### config.mk
export PLATFORM = sky130hd
export DESIGN_NAME = hyst_req_fifo
export DESIGN_NICKNAME = d
export VERILOG_FILES = /design/src/rtl/hrf_pkg.sv /design/src/rtl/hrf_store.sv /design/src/rtl/hrf_ctrl.sv /design/src/rtl/hrf_req.sv /design/src/rtl/hyst_req_fifo.sv
export SDC_FILE = /design/constraint.sdc
export NUM_CORES = 1
export LEC_CHECK = 0
export BUFFER_PORTS_ARGS = -buffer_cell sky130_fd_sc_hd__buf_2
export CAP_MARGIN = 20
export CORE_MARGIN = 4
export CORE_UTILIZATION = 49
export CTS_CLUSTER_DIAMETER = 40
export DETAILED_ROUTE_END_ITERATION = 10
export HOLD_SLACK_MARGIN = 0.12
export PLACE_DENSITY = 0.76
export SLEW_MARGIN = 20
export SYNTH_ARGS = -nofsm -noshare
export SYNTH_HDL_FRONTEND = slang
export SYNTH_SLANG_ARGS = --single-unit
### constraint.sdc
create_clock -name clk -period 8 [get_ports clk]
set_input_delay 0.8 -clock clk [delete_from_list [all_inputs] [get_ports clk]]
set_output_delay 0.8 -clock clk [all_outputs]
set_load 0.05 [all_outputs]
### src/rtl/hrf_pkg.sv
package hrf_pkg;
  typedef enum logic {
    MODE_FILL  = 1'b0,
    MODE_DRAIN = 1'b1
  } xfer_mode_e;
endpackage

### src/rtl/hrf_store.sv
module hrf_store #(
  parameter int DW    = 32,
  parameter int DEPTH = 16,
  localparam int AW   = (DEPTH > 1) ? $clog2(DEPTH) : 1
) (
  input  logic          clk,
  input  logic          we,
  input  logic [AW-1:0] waddr,
  input  logic [DW-1:0] wdata,
  input  logic          re,
  input  logic [AW-1:0] raddr,
  output logic [DW-1:0] rdata
);
  logic [DW-1:0] mem [DEPTH];

  // simple dual-port array with a registered read port
  always_ff @(posedge clk) begin
    if (we) mem[waddr] <= wdata;
    if (re) rdata <= mem[raddr];
  end
endmodule

### src/rtl/hrf_ctrl.sv
module hrf_ctrl #(
  parameter int DEPTH = 16,
  localparam int AW   = (DEPTH > 1) ? $clog2(DEPTH) : 1,
  localparam int CW   = $clog2(DEPTH + 1)
) (
  input  logic          clk,
  input  logic          rst,
  input  logic          wr_en,
  input  logic          rd_en,
  input  logic [CW-1:0] thr,
  input  logic          ovf_clear,
  output logic          do_wr,
  output logic          do_rd,
  output logic [AW-1:0] wptr,
  output logic [AW-1:0] rptr,
  output logic [CW-1:0] level,
  output logic          empty,
  output logic          full,
  output logic          almost_full,
  output logic          overflow,
  output logic          empty_n,
  output logic          af_n
);
  localparam logic [CW-1:0] DEPTH_C = CW'(DEPTH);
  localparam logic [AW-1:0] LAST_C  = AW'(DEPTH - 1);

  logic [CW-1:0] cnt_n, thr_eff;

  always_comb begin
    do_wr = wr_en & ~full;
    do_rd = rd_en & ~empty;
    cnt_n = level;
    if (do_wr && !do_rd)      cnt_n = level + 1'b1;
    else if (do_rd && !do_wr) cnt_n = level - 1'b1;
    if (thr == '0)            thr_eff = CW'(1);
    else if (thr > DEPTH_C)   thr_eff = DEPTH_C;
    else                      thr_eff = thr;
    empty_n = (cnt_n == '0);
    af_n    = (cnt_n >= thr_eff);
  end

  always_ff @(posedge clk) begin
    if (rst) begin
      wptr        <= '0;
      rptr        <= '0;
      level       <= '0;
      empty       <= 1'b1;
      full        <= 1'b0;
      almost_full <= 1'b0;
      overflow    <= 1'b0;
    end else begin
      if (do_wr) wptr <= (wptr == LAST_C) ? '0 : wptr + 1'b1;
      if (do_rd) rptr <= (rptr == LAST_C) ? '0 : rptr + 1'b1;
      level       <= cnt_n;
      empty       <= empty_n;
      full        <= (cnt_n == DEPTH_C);
      almost_full <= af_n;
      if (wr_en && full)  overflow <= 1'b1;
      else if (ovf_clear) overflow <= 1'b0;
    end
  end


  level_bound_chk: assert property (@(posedge clk) disable iff (rst)
    level <= DEPTH_C);

  full_drop_chk: assert property (@(posedge clk) disable iff (rst)
    (wr_en && full && !rd_en) |=> $stable(level));

  mixed_hold_chk: assert property (@(posedge clk) disable iff (rst)
    (wr_en && rd_en && !full && !empty) |=> $stable(level));

  ovf_sticky_chk: assert property (@(posedge clk) disable iff (rst)
    (overflow && !ovf_clear) |=> overflow);

  empty_read_chk: assert property (@(posedge clk) disable iff (rst)
    (rd_en && !wr_en && empty) |=> (level == '0));
endmodule

### src/rtl/hrf_req.sv
module hrf_req
  import hrf_pkg::*;
(
  input  logic clk,
  input  logic rst,
  input  logic drain_mode,
  input  logic empty_n,
  input  logic af_n,
  input  logic empty_q,
  input  logic af_q,
  output logic req
);
  xfer_mode_e mode;
  assign mode = xfer_mode_e'(drain_mode);

  always_ff @(posedge clk) begin
    if (rst) begin
      req <= (mode == MODE_FILL);
    end else if (mode == MODE_FILL) begin
      if (empty_n)   req <= 1'b1;
      else if (af_n) req <= 1'b0;
    end else begin
      if (af_n)         req <= 1'b1;
      else if (empty_n) req <= 1'b0;
    end
  end


  fill_on_chk: assert property (@(posedge clk) disable iff (rst)
    (!drain_mode && $stable(drain_mode) && empty_q) |-> req);

  fill_off_chk: assert property (@(posedge clk) disable iff (rst)
    (!drain_mode && $stable(drain_mode) && af_q && !empty_q) |-> !req);

  drain_on_chk: assert property (@(posedge clk) disable iff (rst)
    (drain_mode && $stable(drain_mode) && af_q) |-> req);

  drain_off_chk: assert property (@(posedge clk) disable iff (rst)
    (drain_mode && $stable(drain_mode) && empty_q && !af_q) |-> !req);
endmodule

### src/rtl/hyst_req_fifo.sv
module hyst_req_fifo #(
  parameter int DEPTH = 16,
  parameter int DW    = 32,
  localparam int AW   = (DEPTH > 1) ? $clog2(DEPTH) : 1,
  localparam int CW   = $clog2(DEPTH + 1)
) (
  input  logic          clk,
  input  logic          rst,
  input  logic          drain_mode,
  input  logic [CW-1:0] thr,
  input  logic          wr_en,
  input  logic [DW-1:0] wr_data,
  input  logic          rd_en,
  output logic [DW-1:0] rd_data,
  output logic [CW-1:0] level,
  output logic          empty,
  output logic          full,
  output logic          almost_full,
  output logic          overflow,
  input  logic          ovf_clear,
  output logic          xfer_req
);
  logic          do_wr, do_rd, empty_n, af_n;
  logic [AW-1:0] wptr, rptr;

  hrf_ctrl #(.DEPTH(DEPTH)) u_ctrl (
    .clk(clk), .rst(rst), .wr_en(wr_en), .rd_en(rd_en), .thr(thr),
    .ovf_clear(ovf_clear), .do_wr(do_wr), .do_rd(do_rd),
    .wptr(wptr), .rptr(rptr), .level(level), .empty(empty),
    .full(full), .almost_full(almost_full), .overflow(overflow),
    .empty_n(empty_n), .af_n(af_n)
  );

  hrf_store #(.DW(DW), .DEPTH(DEPTH)) u_store (
    .clk(clk), .we(do_wr), .waddr(wptr), .wdata(wr_data),
    .re(do_rd), .raddr(rptr), .rdata(rd_data)
  );

  hrf_req u_req (
    .clk(clk), .rst(rst), .drain_mode(drain_mode),
    .empty_n(empty_n), .af_n(af_n), .empty_q(empty),
    .af_q(almost_full), .req(xfer_req)
  );


  full_level_chk: assert property (@(posedge clk) disable iff (rst)
    full == (level == CW'(DEPTH)));
endmodule

==> out/results.tsv <==
metric	value	unit
Max Clk Rate	307	MHz
Most Crowded Layer GR	met2	
vias per std cell	5.72	
Post-Route Setup TNS	0	ns
hold path cells	2	
critical path class	reg -> reg	
cell count after synthesis	992	
Finished Core Util	0.572	
fraction of registers with async set/reset	0	
met1 Use GR	0.249	
maximum buffer depth of the clock tree	3	
Final Max Slew Viols	0	
Hold Path Class	reg -> reg	
Syn Area/Cell	21.8	um2
Remaining DRCs	0	
synth unique cells	40	
Clock Latency Late Sink	0.59	ns
die footprint	47500	um2
Pleak	7.76	nW
die height	218	um
Starting Density	0.498	
H-tree levels	2	
#FFs+latches synth	562	
outcome	finished clean	
dpl hpwl	22000	um
routability cong.	0.744	
CTS root buffer	clkbuf_16	
Max-Cap Viols	0	
I/O pins	85	
final wirelength	42100	um
core area	43400	um2
Startpoint Class	flop	
Yosys top cell area share	0.757	
CTS Buf Count	57	
crit-path cells	nand2b_4 > clkinv_2 > xnor2_1 > xnor2_1 > ha_1 > nand2b_1 > a21o_1 > a21oi_1 > o21ai_1 > nor2b_1 > a2bb2oi_1	
TritonCTS clock tree	done	
max_slew headroom	0.335	
Final Skew	0.0143	ns
Iter 0 DRT Violations	834	
CP most frequent cell	xnor2_1	
top cells by area, synth	edfxtp_1 76%, mux4_2 13%, dfxtp_1 1.6%	
layout cells sized above 1	0.322	
CTS Sinks	562	
Area Overhead vs Synth	14.7	%
post-synthesis instance area	21600	um2
global route overflow	0	
Synth area leader	edfxtp_1	
clock slew at reported path FFs	0.06	ns
FF-to-FF path depth	11	
CP required	8.32	ns
final instance count without filler cells	1740	
final worst-path cycle share	0.407	
WP data arrival	3.58	ns
Seq/Total Area, Yosys	0.773	
met3 usage in global routing	0.0304	
CP max stage cell	clkinv_2	
commonest non-fill, non-tap cell in the layout	edfxtp_1	
DRT antenna net count	0	
Via Count	9950	
Final setup violation count	0	
first-pass GRT wire length	64400	um
antenna violations before repair	1	
Nets	1161	
worst stage delay on the critical path	0.71	ns
die width	218	um
Resize count post-CTS	0	
CTS Hold Bufs	0	
Yosys warnings	0	
most frequent cells in the layout	545 x edfxtp_1, 128 x mux4_2, 84 x buf_2	
unrepaired setup endpoints after global routing	false	
Buf/Inv on CP	1	
critical-path maximum fanout	39	
vias in the first global route	10400	
WL per Instance	24.2	um
PortBufs	84	
Largest delay share family, worst path	buffers and inverters	
crit end category	flop	
CP Depth	11	
Hold Violations, Final	0	
pin slew with the least headroom to its limit	0.998	ns
Final min period	3.26	ns
largest net degree at the start of global routing	108	
most used flip-flop cell after synthesis	edfxtp_1	
EDFF count, synth	545	
worst vdd ir	0.146	mV
Final Power	0.00705	W
drt first pass iters	5	
Power Density	284	nW/um2
FP Rows	76	
placed cells	1632	
GRT Util Overall	0.179	
met2 Use GR	0.300	
postcts setup bufs	0	
syn nets	1047	
## power by group
part / total [W] / internal, W / switching [W]
Combinational: 0.000842 / 0.000342 / 0.000500
Clock: 0.00279 / 0.00167 / 0.00112
Sequential: 0.00341 / 0.00335 / 0.0000648
## stage by stage
stage	hold slack [ns]	setup slack, ns	cell area, um2
after floorplan	0.482	4.08	21600
after global placement	0.455	4.27	22800
after detailed placement	0.458	4.16	22800
after CTS	0.465	4.68	24800
after global routing	0.488	4.52	24800
final	0.462	4.74	24800
## layout make-up
type                       instances  area [um2]
multi-input combinational        367        4680
timing repair buffer             107         606
clock buffer                      61        1440
tap                              585         732
antenna                            2        5.00
fill                            3141       18600
sequential                       562       16700
inverter                          11        42.5
clock inverter                    45         556
## kinds of logic after synthesis
logic type                 Yosys count  synth area share
DFF                                562             0.773
muxes                              160             0.148
and+or+nand+nor                    102            0.0245
AOI/OAI and AO/OA                   84            0.0277
buffers and inverters               63            0.0156
adders and majority gates           12           0.00695
xor gates and xnor gates             9           0.00400
## sequential cells by signal (all words and copies together), names as in the netlist, 4 cells and up
register and flops:
u_ctrl.level 5, u_ctrl.rptr 4, u_ctrl.wptr 4, u_store.mem 512, u_store.rdata 32
## layer usage
metal | wire length [um] | vias to the layer above
met5 | 0 | -
met4 | 840 | 0
met3 | 2150 | 64
met2 | 21500 | 286
met1 | 17500 | 5267
li1 | - | 4333
## worst register-to-register path, delay by kind of cell, from the launching register on
family          cells  cell delay, ns
buf+inv             1            0.72
xor+xnor            2            0.68
compound gates      4            0.56
simple gates        3            0.46
flops               1            0.32
fa+ha+maj           1            0.27
## synth_stat cells (5+ instances only)
cell,number
nand2b_1,6
nand2_1,18
inv_1,10
mux2i_1,32
buf_4,7
nor2_1,25
nor2b_1,33
buf_2,13
clkbuf_1,25
buf_6,6
mux4_2,128
edfxtp_1,545
nor3_1,9
xor2_1,5
a21oi_1,42
a211oi_2,12
a211oi_1,20
dfxtp_1,17
ha_1,12
## path summary, 6_finish.rpt
check	from	endpoint	slack (ns)
min	u_ctrl.overflow$_SDFFE_PP0P_	u_ctrl.overflow$_SDFFE_PP0P_	0.46
max	u_ctrl.empty$_SDFF_PP1_	u_req.req$_DFFE_PP_	4.74
max reg2reg	u_ctrl.empty$_SDFF_PP1_	u_req.req$_DFFE_PP_	4.74
min reg2reg	u_ctrl.overflow$_SDFFE_PP0P_	u_ctrl.overflow$_SDFFE_PP0P_	0.46
Power figures use the tool's default switching activity.
